### config.mk
export PLATFORM = sky130hd
export DESIGN_NAME = dmem_addr_unit
export DESIGN_NICKNAME = d
export VERILOG_FILES = /design/src/rtl/dmau_pkg.sv /design/src/rtl/dmau_addr_gen.sv /design/src/rtl/dmau_modify.sv /design/src/rtl/dmau_regs.sv /design/src/rtl/dmem_addr_unit.sv
export SDC_FILE = /design/constraint.sdc
export NUM_CORES = 1
export LEC_CHECK = 0
export ABC_AREA = 1
export CAP_MARGIN = 20
export CORE_ASPECT_RATIO = 0.8
export CORE_MARGIN = 2
export CORE_UTILIZATION = 27
export CTS_CLUSTER_SIZE = 24
export DETAILED_ROUTE_END_ITERATION = 10
export PLACE_DENSITY = 0.52
export SYNTH_ARGS = -nofsm -noshare
export SYNTH_HDL_FRONTEND = slang
export SYNTH_HIERARCHICAL = 1
export SYNTH_SLANG_ARGS = --single-unit
### constraint.sdc
create_clock -name clk -period 5.1 [get_ports clk]
set_clock_uncertainty 0.05 [all_clocks]
set_input_delay 0.765 -clock clk [delete_from_list [all_inputs] [get_ports clk]]
set_output_delay 0.765 -clock clk [all_outputs]
set_load 0.02 [all_outputs]
### src/rtl/dmau_pkg.sv
package dmau_pkg;

    typedef enum logic [2:0] {
        OP_READ  = 3'd0,
        OP_WRITE = 3'd1,
        OP_DECT  = 3'd2,
        OP_BSET  = 3'd3,
        OP_BCLR  = 3'd4,
        OP_BTST  = 3'd5
    } op_e;

    typedef enum logic [1:0] {
        PU_NONE = 2'd0,
        PU_INC  = 2'd1,
        PU_DEC  = 2'd2,
        PU_RSVD = 2'd3
    } post_e;

    // index of a mapped register within the top four bytes of the common page
    typedef enum logic [1:0] {
        MI_X  = 2'd0,
        MI_SP = 2'd1,
        MI_B  = 2'd2,
        MI_S  = 2'd3
    } map_idx_e;

endpackage

### src/rtl/dmau_addr_gen.sv
module dmau_addr_gen #(
    parameter int DATA_W = 8,
    localparam int PHYS_W = 2 * DATA_W - 1
) (
    input  logic              indirect,
    input  logic              ptr_sel,
    input  logic [DATA_W-1:0] dir_addr,
    input  logic [DATA_W-1:0] b_val,
    input  logic [DATA_W-1:0] x_val,
    input  logic [DATA_W-1:0] seg_val,
    output logic [DATA_W-1:0] logical,
    output logic [PHYS_W-1:0] phys,
    output logic              map_hit,
    output logic [1:0]        map_idx
);

    always_comb begin
        if (indirect) begin
            logical = ptr_sel ? x_val : b_val;
        end else begin
            logical = dir_addr;
        end

        if (logical[DATA_W-1]) begin
            phys = {{(DATA_W-1){1'b0}}, logical};
        end else begin
            phys = {seg_val, logical[DATA_W-2:0]};
        end

        map_hit = &logical[DATA_W-1:2];
        map_idx = logical[1:0];
    end

endmodule

### src/rtl/dmau_modify.sv
module dmau_modify
    import dmau_pkg::*;
#(
    parameter int DATA_W = 8,
    localparam int BIT_W = $clog2(DATA_W)
) (
    input  op_e               op,
    input  logic [BIT_W-1:0]  bit_idx,
    input  logic [DATA_W-1:0] old_val,
    input  logic [DATA_W-1:0] wr_val,
    output logic [DATA_W-1:0] new_val,
    output logic              do_write,
    output logic              flag
);

    logic [DATA_W-1:0] bit_mask;

    always_comb begin
        bit_mask = {{(DATA_W-1){1'b0}}, 1'b1} << bit_idx;
        new_val  = old_val;
        do_write = 1'b0;
        flag     = 1'b0;
        case (op)
            OP_WRITE: begin
                new_val  = wr_val;
                do_write = 1'b1;
            end
            OP_DECT: begin
                new_val  = old_val - 1'b1;
                do_write = 1'b1;
                flag     = (new_val == '0);
            end
            OP_BSET: begin
                new_val  = old_val | bit_mask;
                do_write = 1'b1;
            end
            OP_BCLR: begin
                new_val  = old_val & ~bit_mask;
                do_write = 1'b1;
            end
            OP_BTST: begin
                flag = old_val[bit_idx];
            end
            default: begin
                new_val = old_val;
            end
        endcase
    end

endmodule

### src/rtl/dmau_regs.sv
module dmau_regs
    import dmau_pkg::*;
#(
    parameter int          DATA_W = 8,
    parameter logic [7:0]  SP_RST = 8'h6F
) (
    input  logic              clk,
    input  logic              rst_n,
    input  logic              upd_en,
    input  logic              upd_ptr,
    input  logic              upd_inc,
    input  logic              wr_map,
    input  logic [1:0]        wr_idx,
    input  logic [DATA_W-1:0] wr_val,
    output logic [DATA_W-1:0] b_q,
    output logic [DATA_W-1:0] x_q,
    output logic [DATA_W-1:0] sp_q,
    output logic [DATA_W-1:0] s_q
);

    localparam int NPTR = 2;

    typedef struct packed {
        logic [NPTR-1:0][DATA_W-1:0] ptr;   // [0] = B, [1] = X
        logic [DATA_W-1:0]           sp;
        logic [DATA_W-1:0]           seg;
    } state_t;

    state_t st_d, st_q;

    always_comb begin
        st_d = st_q;
        for (int i = 0; i < NPTR; i++) begin
            if (upd_en && (upd_ptr == i[0])) begin
                st_d.ptr[i] = upd_inc ? st_q.ptr[i] + 1'b1 : st_q.ptr[i] - 1'b1;
            end
        end
        if (wr_map) begin
            case (map_idx_e'(wr_idx))
                MI_X:    st_d.ptr[1] = wr_val;
                MI_SP:   st_d.sp     = wr_val;
                MI_B:    st_d.ptr[0] = wr_val;
                default: st_d.seg    = wr_val;
            endcase
        end
    end

    always_ff @(posedge clk) begin
        if (!rst_n) begin
            st_q.ptr <= '0;
            st_q.sp  <= SP_RST[DATA_W-1:0];
            st_q.seg <= '0;
        end else begin
            st_q <= st_d;
        end
    end

    assign b_q  = st_q.ptr[0];
    assign x_q  = st_q.ptr[1];
    assign sp_q = st_q.sp;
    assign s_q  = st_q.seg;

    AST_B_POST_INC: assert property (@(posedge clk) disable iff (!rst_n)
        (upd_en && !upd_ptr && upd_inc && !(wr_map && wr_idx == 2'd2))
        |=> (st_q.ptr[0] == $past(st_q.ptr[0]) + 1'b1));

    AST_X_POST_DEC: assert property (@(posedge clk) disable iff (!rst_n)
        (upd_en && upd_ptr && !upd_inc && !(wr_map && wr_idx == 2'd0))
        |=> (st_q.ptr[1] == $past(st_q.ptr[1]) - 1'b1));

    AST_WRITE_WINS_B: assert property (@(posedge clk) disable iff (!rst_n)
        (wr_map && wr_idx == 2'd2) |=> (b_q == $past(wr_val)));

    AST_SP_HOLD: assert property (@(posedge clk) disable iff (!rst_n)
        !(wr_map && wr_idx == 2'd1) |=> $stable(sp_q));

endmodule

### src/rtl/dmem_addr_unit.sv
module dmem_addr_unit
    import dmau_pkg::*;
#(
    parameter int DATA_W    = 8,
    parameter int RAM_BYTES = 128,
    localparam int PHYS_W   = 2 * DATA_W - 1,
    localparam int BIT_W    = $clog2(DATA_W),
    localparam logic [7:0] SP_RST = 8'(RAM_BYTES - 17)
) (
    input  logic              clk,
    input  logic              rst_n,
    input  logic              req_valid,
    input  logic [2:0]        req_op,
    input  logic              req_indirect,
    input  logic              req_ptr,
    input  logic [1:0]        req_post,
    input  logic [DATA_W-1:0] req_addr,
    input  logic [BIT_W-1:0]  req_bit,
    input  logic [DATA_W-1:0] req_wdata,
    input  logic [DATA_W-1:0] mem_rdata,
    output logic [PHYS_W-1:0] mem_addr,
    output logic              mem_we,
    output logic [DATA_W-1:0] mem_wdata,
    output logic [DATA_W-1:0] rsp_rdata,
    output logic              rsp_flag
);

    logic [DATA_W-1:0] b_q, x_q, sp_q, s_q;
    logic [DATA_W-1:0] logical, reg_val, old_val, new_val;
    logic              map_hit, do_write;
    logic [1:0]        map_idx;
    logic              upd_en, upd_inc, wr_map;
    op_e               op;
    post_e             post;

    assign op   = op_e'(req_op);
    assign post = post_e'(req_post);

    dmau_addr_gen #(.DATA_W(DATA_W)) u_addr (
        .indirect (req_indirect),
        .ptr_sel  (req_ptr),
        .dir_addr (req_addr),
        .b_val    (b_q),
        .x_val    (x_q),
        .seg_val  (s_q),
        .logical  (logical),
        .phys     (mem_addr),
        .map_hit  (map_hit),
        .map_idx  (map_idx)
    );

    always_comb begin
        case (map_idx_e'(map_idx))
            MI_X:    reg_val = x_q;
            MI_SP:   reg_val = sp_q;
            MI_B:    reg_val = b_q;
            default: reg_val = s_q;
        endcase
        old_val = map_hit ? reg_val : mem_rdata;
    end

    dmau_modify #(.DATA_W(DATA_W)) u_mod (
        .op       (op),
        .bit_idx  (req_bit),
        .old_val  (old_val),
        .wr_val   (req_wdata),
        .new_val  (new_val),
        .do_write (do_write),
        .flag     (rsp_flag)
    );

    assign upd_en  = req_valid && req_indirect && (post == PU_INC || post == PU_DEC);
    assign upd_inc = (post == PU_INC);
    assign wr_map  = req_valid && do_write && map_hit;

    dmau_regs #(.DATA_W(DATA_W), .SP_RST(SP_RST)) u_regs (
        .clk     (clk),
        .rst_n   (rst_n),
        .upd_en  (upd_en),
        .upd_ptr (req_ptr),
        .upd_inc (upd_inc),
        .wr_map  (wr_map),
        .wr_idx  (map_idx),
        .wr_val  (new_val),
        .b_q     (b_q),
        .x_q     (x_q),
        .sp_q    (sp_q),
        .s_q     (s_q)
    );

    assign mem_we    = req_valid && do_write && !map_hit;
    assign mem_wdata = new_val;
    assign rsp_rdata = old_val;

    AST_NO_RAM_WE_MAPPED: assert property (@(posedge clk) disable iff (!rst_n)
        mem_we |-> !map_hit);

    AST_IDLE_NO_WE: assert property (@(posedge clk) disable iff (!rst_n)
        !req_valid |-> !mem_we);

    AST_DEC_ZERO_FROM_ONE: assert property (@(posedge clk) disable iff (!rst_n)
        (req_valid && op == OP_DECT && rsp_flag) |-> (rsp_rdata == 1));

    AST_BTST_NO_WRITE: assert property (@(posedge clk) disable iff (!rst_n)
        (req_valid && op == OP_BTST) |-> !mem_we);

endmodule

==> results.sh, run 1 <==
export IMPL_grt_max_degree=33
export IMPL_synth_edf_count=0
export IMPL_clockRootBuffer="clkbuf_16"
export IMPL_initial_utilization_pct=27.79
export IMPL_area_growth_pct=32.61
export IMPL_worst_pin_slew_ns=0.5670
export IMPL_crit_type="in2out"
export IMPL_rsz0062_at_grt="no"
export IMPL_cp_required_ns=4.28
export IMPL_vias=3970
export IMPL_timing_final_hold_violations=0
export IMPL_power_leakage_nw=2.139
export IMPL_drc=0
export IMPL_routabilityCongestion=0.9277
export IMPL_yosys_register_bits=32
export IMPL_finalNonFillerCells=838
export IMPL_layout_min_cycle_time_ns=4.759
export IMPL_vdd_drop_max_mv=0.1289
export IMPL_post_route_util_pct=36.85
export IMPL_drv_cap=0
export IMPL_wire_per_inst_um=13.80
export IMPL_setup_viol=0
export IMPL_critPathLaunchType="input port"
export IMPL_dp_cells=829
export IMPL_total_power_mw=0.9057
export IMPL_rows=36
export IMPL_drt_initial_drc_count=280
export IMPL_syn_avg_cell_area_um2=5.730
export IMPL_layout_drive_gt1_share_pct=8.696
export IMPL_tns_ns=0
export IMPL_maxSlewHeadroom_pct=62.10
export IMPL_yosys_warnings=6
export IMPL_arrival_ns=3.94
export IMPL_cts_buffer_depth=2
export IMPL_postRouteAntennaNets=0
export IMPL_die_y_um=104.3
export IMPL_portBuffers=69
export IMPL_clk_pin_slew_worst_paths_ns=0.05
export IMPL_grt_pass1_vias=3629
export IMPL_top_usage_layer="met1"
export IMPL_hold_ws_ns=0.4175
export IMPL_cts_buffers=5
export IMPL_grt_use_met3_pct=3.395
export IMPL_dpl_hpwl_um=9409
export IMPL_wirelength_um=11570
export IMPL_diodes=0
export IMPL_clk_latency_ns=0.27
export IMPL_async_flop_share_pct=0
export IMPL_power_density_mw_per_mm2=201.4
export IMPL_ios=70
export IMPL_overflow=0
export IMPL_antenna_found_initial=0
export IMPL_cts_htree_levels=2
export IMPL_syn_nets=646
export IMPL_first_pass_iters=5
export IMPL_synth_cell_types=36
export IMPL_grtUsageTotal_pct=17.34
export IMPL_clkSinkCount=32
export IMPL_grt_pass1_wl_um=18800
export IMPL_nNetsFinal=720
export IMPL_cp_max_fo=19
export IMPL_core_mm2=0.01221
export IMPL_cts_hold_buf=0
export IMPL_met1_usage_pct=27.08
export IMPL_gr_usage_met2_pct=24.17
export IMPL_die_w_um=129.3
export IMPL_cts_tree="built"
export IMPL_status="finished clean"
export IMPL_fill_cells=1309
export IMPL_hp_class="reg2reg"
export IMPL_ys_seq_area_share_pct=18.89
export IMPL_endpoint_kind="primary output"
export IMPL_period_share_pct=93.31
export IMPL_maxSlewViolCount=0
export IMPL_syn_area_mm2=0.003392
export IMPL_max_freq_ghz=0.2101
export IMPL_synth_cells=592
export IMPL_dieArea_mm2=0.01348
export IMPL_via_per_inst=4.737
export IMPL_synthFlopType="dfxtp_1"
-- layout by cell type (no fill, tap or decap), types with 8 or more instances in the layout --
| master | n |
|---|---|
| o21ai_0 | 40 |
| nor2_1 | 62 |
| ha_1 | 15 |
| inv_1 | 69 |
| buf_4 | 19 |
| nand3_1 | 72 |
| a21oi_1 | 27 |
| nand2_1 | 180 |
| dfxtp_1 | 32 |
| nand4_1 | 8 |
| clkdlybuf4s50_1 | 66 |
-- worst max-delay path, stage by stage --
cell and delay (ns):
clkdlybuf4s50_1 0.46, buf_4 0.20, clkinv_4 0.12, nor2_1 0.14, o21ai_2 0.09, buf_12 0.15, o21ai_0 0.23, nand3_1 0.11
nand2_1 0.08, nand2_1 0.07, inv_1 0.12, ha_1 0.23, inv_1 0.07, nor2_1 0.13, nand2_1 0.09, nand2_1 0.08
nand2_1 0.05, nand4_1 0.14, clkdlybuf4s50_1 0.63
-- what timing repair did --
action,CTS,global route
endpoints found under the setup margin,0,8
hold endpoints to repair,0,0
resized for setup,0,8
buffers inserted,0,0
-- worst paths after layout --
kind,endpoint,slack (ns),startpoint,cells after the start
min,u_regs/s_q[7],0.42,u_regs/s_q[7],2
max reg2reg,u_regs/s_q[5],2.11,u_regs/b_q[0],17
min reg2reg,u_regs/s_q[7],0.42,u_regs/s_q[7],2
max,mem_wdata[4],0.34,req_ptr,19
-- sequential cells by signal, indices dropped and copies added, names as in the netlist --
signal       cells
u_regs/b_q       8
u_regs/s_q       8
u_regs/sp_q      8
u_regs/x_q       8
-- power breakdown --
part           switching, mW  total (mW)  leakage, nW  internal [mW]
registers            0.00878       0.264        0.259          0.255
logic                  0.177       0.306         1.80          0.129
clock network          0.107       0.336       0.0808          0.229
total                  0.293       0.906         2.14          0.613
-- per-layer routing --
metal  share of wire [%]  vias to the layer above
li1                    -                     2050
met1                  52                     1760
met2                  39                      146
met3                 7.4                       14
met4                 1.5                        0
met5                   0                        -
-- kinds of logic after synthesis --
group	after synthesis	share of synthesized area, %
and+or+nand+nor	355	46.22
buffers and inverters	99	13.72
AOI/OAI and AO/OA	86	13.69
DFF	32	18.89
adders and majority gates	17	6.713
xor gates and xnor gates	3	0.7748
-- stage by stage --
step,setup slack (ns),cell area (um2)
floorplan,1.317,3392
global placement,0.1713,4284
detailed placement,0.1048,4284
CTS,0.1055,4448
global route,0.03555,4498
finish,0.3412,4498
-- Yosys cell counts, types with 2 or more instances --
cell      count  area [um2]
inv_2         6       22.52
or2_0         3       18.77
ha_1         15       187.7
nand3b_1      5       37.54
o21ai_1       7       35.03
nor2_2        4       25.02
nand2_2       2       12.51
nand3_2       3       30.03
inv_1        69       259.0
buf_4        13       97.59
a31oi_1       4       25.02
nand4_1       8       50.05
buf_2         2       10.01
nor2_1       63       236.5
nand2_1     180       675.7
or2_2         3       18.77
o21ai_0      42       210.2
fa_1          2       40.04
nor2_4        3       33.78
o21ai_2       2       17.52
dfxtp_1      32       640.6
or2_1         2       12.51
buf_6         5       56.30
nand3_1      72       360.4
a21oi_1      27       135.1
nor3_1        5       25.02
clkbuf_1      2       7.510
xor2_1        3       26.28
-- layout make-up --
| class | instances | area [um2] | area share [%] |
|---|---|---|---|
| clock buffer | 6 | 128.9 | 2.865 |
| timing repair buffer | 90 | 885.9 | 19.69 |
| clock inverter | 2 | 35.03 | 0.7789 |
| multi-input combinational | 461 | 2301 | 51.15 |
| sequential | 32 | 640.6 | 14.24 |
| tap | 171 | 214.0 | 4.757 |
| inverter | 76 | 292.8 | 6.509 |
No activity file was read; power rests on OpenSTA's default activity.
==> inputs of run 2 (changes only) <==
--- a/config.mk
+++ b/config.mk
@@ -13,6 +13,7 @@
 export CTS_CLUSTER_SIZE = 24
 export DETAILED_ROUTE_END_ITERATION = 10
 export PLACE_DENSITY = 0.52
+export SETUP_SLACK_MARGIN = 0.2
 export SYNTH_ARGS = -nofsm -noshare
 export SYNTH_HDL_FRONTEND = slang
 export SYNTH_HIERARCHICAL = 1
==> results.sh, run 2 (synthesized netlist as in run 1, its figures left out) <==
export IMPL_startpoint="req_ptr"
export IMPL_cp_max_fo=11
export IMPL_clk_latency_ns=0.27
export IMPL_grt_max_degree=33
export IMPL_vdd_drop_max_mv=0.1293
export IMPL_final_cell_mix="nand2_1 (180), nand3_1 (72), inv_1 (69)"
export IMPL_cts_htree_levels=2
export IMPL_drc=0
export IMPL_multiInputGateArea_mm2=0.002301
export IMPL_die_w_um=129.3
export IMPL_p_sw_mw=0.2926
export IMPL_setup_viol=0
export IMPL_clkPwrFrac_pct=37.2
export IMPL_grt_pass1_vias=3629
export IMPL_top_usage_layer="met1"
export IMPL_wire_per_inst_um=13.82
export IMPL_rows=36
export IMPL_first_pass_iters=5
export IMPL_wirelength_um=11580
export IMPL_worst_pin_slew_ns=0.5533
export IMPL_dieArea_mm2=0.01348
export IMPL_postRouteAntennaNets=0
export IMPL_cts_hold_buf=0
export IMPL_tns_ns=0
export IMPL_gr_usage_met2_pct=24.17
export IMPL_dpl_hpwl_um=9409
export IMPL_hold_ws_ns=0.4173
export IMPL_grt_pass1_wl_um=18800
export IMPL_drv_cap=0
export IMPL_overflow=0
export IMPL_drt_initial_drc_count=281
export IMPL_arrival_ns=3.63
export IMPL_power_leakage_nw=2.194
export IMPL_pwr_share_seq_pct=29.2
export IMPL_cp_required_ns=4.28
export IMPL_max_freq_ghz=0.2248
export IMPL_portBuffers=69
export IMPL_hp_class="reg2reg"
export IMPL_endpoint_kind="primary output"
export IMPL_layout_commonest_cell="nand2_1"
export IMPL_maxSlewHeadroom_pct=63.01
export IMPL_period_share_pct=87.24
export IMPL_routabilityCongestion=0.9277
export IMPL_p_int_mw=0.6119
export IMPL_status="finished clean"
export IMPL_layout_min_cycle_time_ns=4.449
export IMPL_p_sw_share_pct=32.35
export IMPL_cts_buffers=5
export IMPL_ios=70
export IMPL_fill_cells=1314
export IMPL_crit_type="in2out"
export IMPL_power_density_mw_per_mm2=200.6
export IMPL_via_per_inst=4.745
export IMPL_nNetsFinal=720
export IMPL_initial_utilization_pct=27.79
export IMPL_met1_usage_pct=27.08
export IMPL_diodes=0
export IMPL_vias=3976
export IMPL_antenna_found_initial=1
export IMPL_critPathLaunchType="input port"
export IMPL_clkSinkCount=32
export IMPL_regArea_um2=640.6
export IMPL_cts_tree="built"
export IMPL_clockRootBuffer="clkbuf_16"
export IMPL_power_frac_comb_pct=33.6
export IMPL_cts_buffer_depth=2
export IMPL_maxSlewViolCount=0
export IMPL_clk_pin_slew_worst_paths_ns=0.06
export IMPL_rsz0062_at_grt="no"
export IMPL_r2r_start="u_regs/x_q[7]"
export IMPL_hp_start="u_regs/s_q[7]"
export IMPL_area_growth_pct=32.94
export IMPL_die_y_um=104.3
export IMPL_timing_final_hold_violations=0
export IMPL_layout_drive_gt1_share_pct=8.696
export IMPL_grt_use_met3_pct=3.395
export IMPL_total_power_mw=0.9045
export IMPL_grtUsageTotal_pct=17.34
export IMPL_core_mm2=0.01221
-- run 2: changes by cell type in the layout (fill, tap and decap cells not counted), sizes merged --
| cell | change |
|---|---|
| clkdlybuf4s50 | -6 |
| dlymetal6s2s | +5 |
| dlygate4sd2 | +1 |
-- run 2: path summary, 6_finish.rpt --
kind / endpoint / slack [ns] / depth (start not counted)
worst max register to register: u_regs/s_q[5] / 2.09 / 16
worst max-delay path: mem_wdata[5] / 0.65 / 18
worst min-delay path: u_regs/s_q[7] / 0.42 / 2
worst min register to register: u_regs/s_q[7] / 0.42 / 2
-- run 2: area by class of cell --
| type | count | area share [%] |
|---|---|---|
| Multi-Input combinational cell | 461 | 51.03 |
| Timing Repair Buffer | 90 | 19.89 |
| Sequential cell | 32 | 14.21 |
| Inverter | 76 | 6.493 |
| Tap cell | 171 | 4.745 |
| Clock buffer | 6 | 2.858 |
| Clock inverter | 2 | 0.7769 |
-- run 2: critical path, stage by stage --
cell,delay (ns)
clkdlybuf4s50_1,0.46
buf_4,0.21
clkinv_4,0.12
nor2_1,0.14
o21ai_2,0.10
buf_4,0.17
buf_4,0.15
o21ai_0,0.17
nand3_1,0.12
nand2_1,0.08
nand2_1,0.11
nor2_4,0.19
nand3_1,0.09
nand2_1,0.06
nand2_1,0.08
nand2_1,0.07
nand4_1,0.24
dlymetal6s2s_1,0.31
-- run 2: power groups by stage --
stage	registers (mW)	logic, mW	clock network [mW]
after floorplan	0.265	0.179	0
after detailed placement	0.269	0.301	0
after global placement	0.269	0.300	0
after CTS	0.264	0.302	0.342
final	0.264	0.304	0.337
after global routing	0.264	0.337	0.352
-- run 2: timing repair --
item | 4_1_cts | 5_1_grt
endpoints found under the hold margin | 0 | 0
gates resized for setup | 1 | 13
pin swaps | 0 | 0
buffers inserted | 0 | 0
endpoints found under the setup margin | 3 | 8
-- run 2: metal layers --
metal  share of wire [%]  wire (um)
met5                0.10         12
met4                 1.5        171
met3                 7.0        814
met2                  39       4549
met1                  52       6033
-- run 2: through the flow --
step	setup slack [ns]	instances	utilization, %	area (um2)
floorplan	1.317	592	-	3392
global placement	0.1713	829	35.10	4284
detailed placement	0.1048	829	35.10	4284
CTS	0.2064	837	36.43	4447
global route	0.3414	838	36.94	4509
finish	0.6509	838	36.94	4509
==> inputs of run 3 (changes only) <==
--- a/config.mk
+++ b/config.mk
@@ -9,10 +9,10 @@
 export CAP_MARGIN = 20
 export CORE_ASPECT_RATIO = 0.8
 export CORE_MARGIN = 2
-export CORE_UTILIZATION = 27
+export CORE_UTILIZATION = 25
 export CTS_CLUSTER_SIZE = 24
 export DETAILED_ROUTE_END_ITERATION = 10
-export PLACE_DENSITY = 0.52
+export PLACE_DENSITY = 0.49
 export SETUP_SLACK_MARGIN = 0.2
 export SYNTH_ARGS = -nofsm -noshare
 export SYNTH_HDL_FRONTEND = slang
==> results.sh, run 3 (synthesized netlist as in run 1, its figures left out) <==
export IMPL_status="finished clean"
export IMPL_r2r_setup_slack_ns=2.13
export IMPL_critPathLaunchType="input port"
export IMPL_maxSlewHeadroom_pct=61.84
export IMPL_hold_ws_ns=0.4151
export IMPL_core_mm2=0.01341
export IMPL_stdcell_area_mm2=0.004483
export IMPL_drv_cap=0
export IMPL_power_density_mw_per_mm2=203.3
export IMPL_overflow=0
export IMPL_portBuffers=69
export IMPL_final_cell_mix="nand2_1 (178), nand3_1 (72), inv_1 (69)"
export IMPL_regArea_um2=640.6
export IMPL_hp_start="u_regs/s_q[0]"
export IMPL_cts_htree_levels=2
export IMPL_grt_max_degree=33
export IMPL_path_cells="clkdlybuf4s50_1 -> buf_4 -> clkinv_4 -> nor2_1 -> o21ai_2 -> buf_12 -> nor2_2 -> nand2_1 -> nand3_1 -> nand2_1 -> nand2_1 -> inv_2 -> ha_1 -> o21ai_0 -> nand3b_1 -> clkdlybuf4s50_1"
export IMPL_drc=0
export IMPL_diodes=0
export IMPL_cts_hold_buf=0
export IMPL_dieArea_mm2=0.01452
export IMPL_endpoint_kind="primary output"
export IMPL_clk_latency_ns=0.28
export IMPL_dp_cells=835
export IMPL_nNetsFinal=717
export IMPL_cp_max_fo=18
export IMPL_drt_initial_drc_count=303
export IMPL_layout_drive_gt1_share_pct=8.584
export IMPL_cts_buffer_depth=2
export IMPL_total_power_mw=0.9115
export IMPL_worst_hold_path_endpoint="u_regs/s_q[0]"
export IMPL_maxSlewViolCount=0
export IMPL_period_share_pct=91.16
export IMPL_cp_common_cell="nand2_1"
export IMPL_cp_required_ns=4.28
export IMPL_clk_pin_slew_worst_paths_ns=0.05
export IMPL_vdd_drop_max_mv=0.1176
export IMPL_post_route_util_pct=33.44
export IMPL_postRouteAntennaNets=0
export IMPL_crit_buf_inv=6
export IMPL_r2r_end="u_regs/s_q[6]"
export IMPL_crit_slowest_cell="clkdlybuf4s50_1"
export IMPL_wire_per_inst_um=14.13
export IMPL_grtUsageTotal_pct=16.34
export IMPL_setup_viol=0
export IMPL_fill_cells=1483
export IMPL_grt_pass1_wl_um=18780
export IMPL_area_growth_pct=32.17
export IMPL_first_pass_iters=5
export IMPL_worst_pin_slew_ns=0.5706
export IMPL_postCtsSetupBuffers=0
export IMPL_cp_top_family="buffers and inverters"
export IMPL_routabilityCongestion=0.9502
export IMPL_layout_min_cycle_time_ns=4.649
export IMPL_multiInputGateArea_mm2=0.002297
export IMPL_dpl_cell_area_mm2=0.004273
export IMPL_hold_depth=2
export IMPL_cts_buffers=5
export IMPL_arrival_ns=3.83
export IMPL_pre_cts_ws_ns=0.1503
export IMPL_power_leakage_nw=2.150
export IMPL_vias=3946
export IMPL_max_freq_ghz=0.2151
export IMPL_worst_path_largest_cell_delay_ns=0.63
export IMPL_antenna_found_initial=0
export IMPL_fin_ws_ns=0.4509
export IMPL_via_per_inst=4.675
export IMPL_initial_utilization_pct=25.30
export IMPL_r2r_worst_path_cells=19
export IMPL_rsz0062_at_grt="no"
export IMPL_cts_tree="built"
export IMPL_rows=38
export IMPL_tns_ns=0
export IMPL_clkSinkCount=32
export IMPL_timing_final_hold_violations=0
export IMPL_grt_pass1_vias=3532
export IMPL_crit_type="in2out"
export IMPL_clockRootBuffer="clkbuf_16"
export IMPL_hp_class="reg2reg"
export IMPL_finalNonFillerCells=844
export IMPL_wirelength_um=11930
export IMPL_ios=70
export IMPL_die_y_um=108.2
export IMPL_dpl_hpwl_um=9429
export IMPL_die_w_um=134.2
export IMPL_r2r_start="u_regs/b_q[0]"
export IMPL_layout_commonest_cell="nand2_1"
[run 3: final cells by class]
type | count | area share, %
clock buffer | 5 | 2.791
clock inverter | 3 | 0.9489
inverter | 76 | 6.531
multi-input combinational | 461 | 51.24
sequential | 32 | 14.29
tap | 180 | 5.024
timing repair buffer | 87 | 19.17
[run 3: metal layers]
| layer | share of wire, % | vias up | track usage [%] |
|---|---|---|---|
| met5 | 0 | - | 0 |
| met4 | 0.91 | 0 | 3.534 |
| met3 | 4.8 | 11 | 1.688 |
| met2 | 44 | 102 | 25.55 |
| met1 | 51 | 1785 | 24.18 |
| li1 | - | 2048 | - |
[run 3: report_power, final]
part	switching, mW	internal [mW]	total, mW	leakage (nW)
logic	0.178	0.125	0.303	1.81
registers	0.00919	0.255	0.264	0.259
clock network	0.115	0.229	0.345	0.0798
[run 3: worst register-to-register path, cell delays in order, from the launching register on]
cell and delay [ns]:
dfxtp_1 0.50, o21ai_0 0.12, o21ai_1 0.20, buf_4 0.20, buf_4 0.17, o21ai_0 0.09
nand3_1 0.09, nand2_1 0.06, nand2_1 0.09, inv_2 0.05, ha_1 0.23, inv_1 0.08
nor2_1 0.05, nand4_1 0.08, nand2_1 0.09, nand2_1 0.07, nand4_1 0.16, buf_4 0.23
o21ai_0 0.18, a21oi_1 0.06
[run 3: repair_timing]
item | 4_1_cts | 5_1_grt
pin swaps | 0 | 0
setup endpoints to repair | 4 | 8
gates resized for setup | 1 | 11
[run 3: worst max path at each step]
stage                             from            to  slack [ns]  cells after the start
after global routing           req_ptr  mem_wdata[1]        0.20                     17
after floorplan                req_ptr  mem_wdata[6]        1.32                     18
after detailed placement  req_indirect  mem_wdata[6]        0.15                     18
after global placement    req_indirect      rsp_flag        0.22                     19
final                          req_ptr  mem_wdata[1]        0.45                     16
after CTS                      req_ptr  mem_wdata[6]        0.23                     19
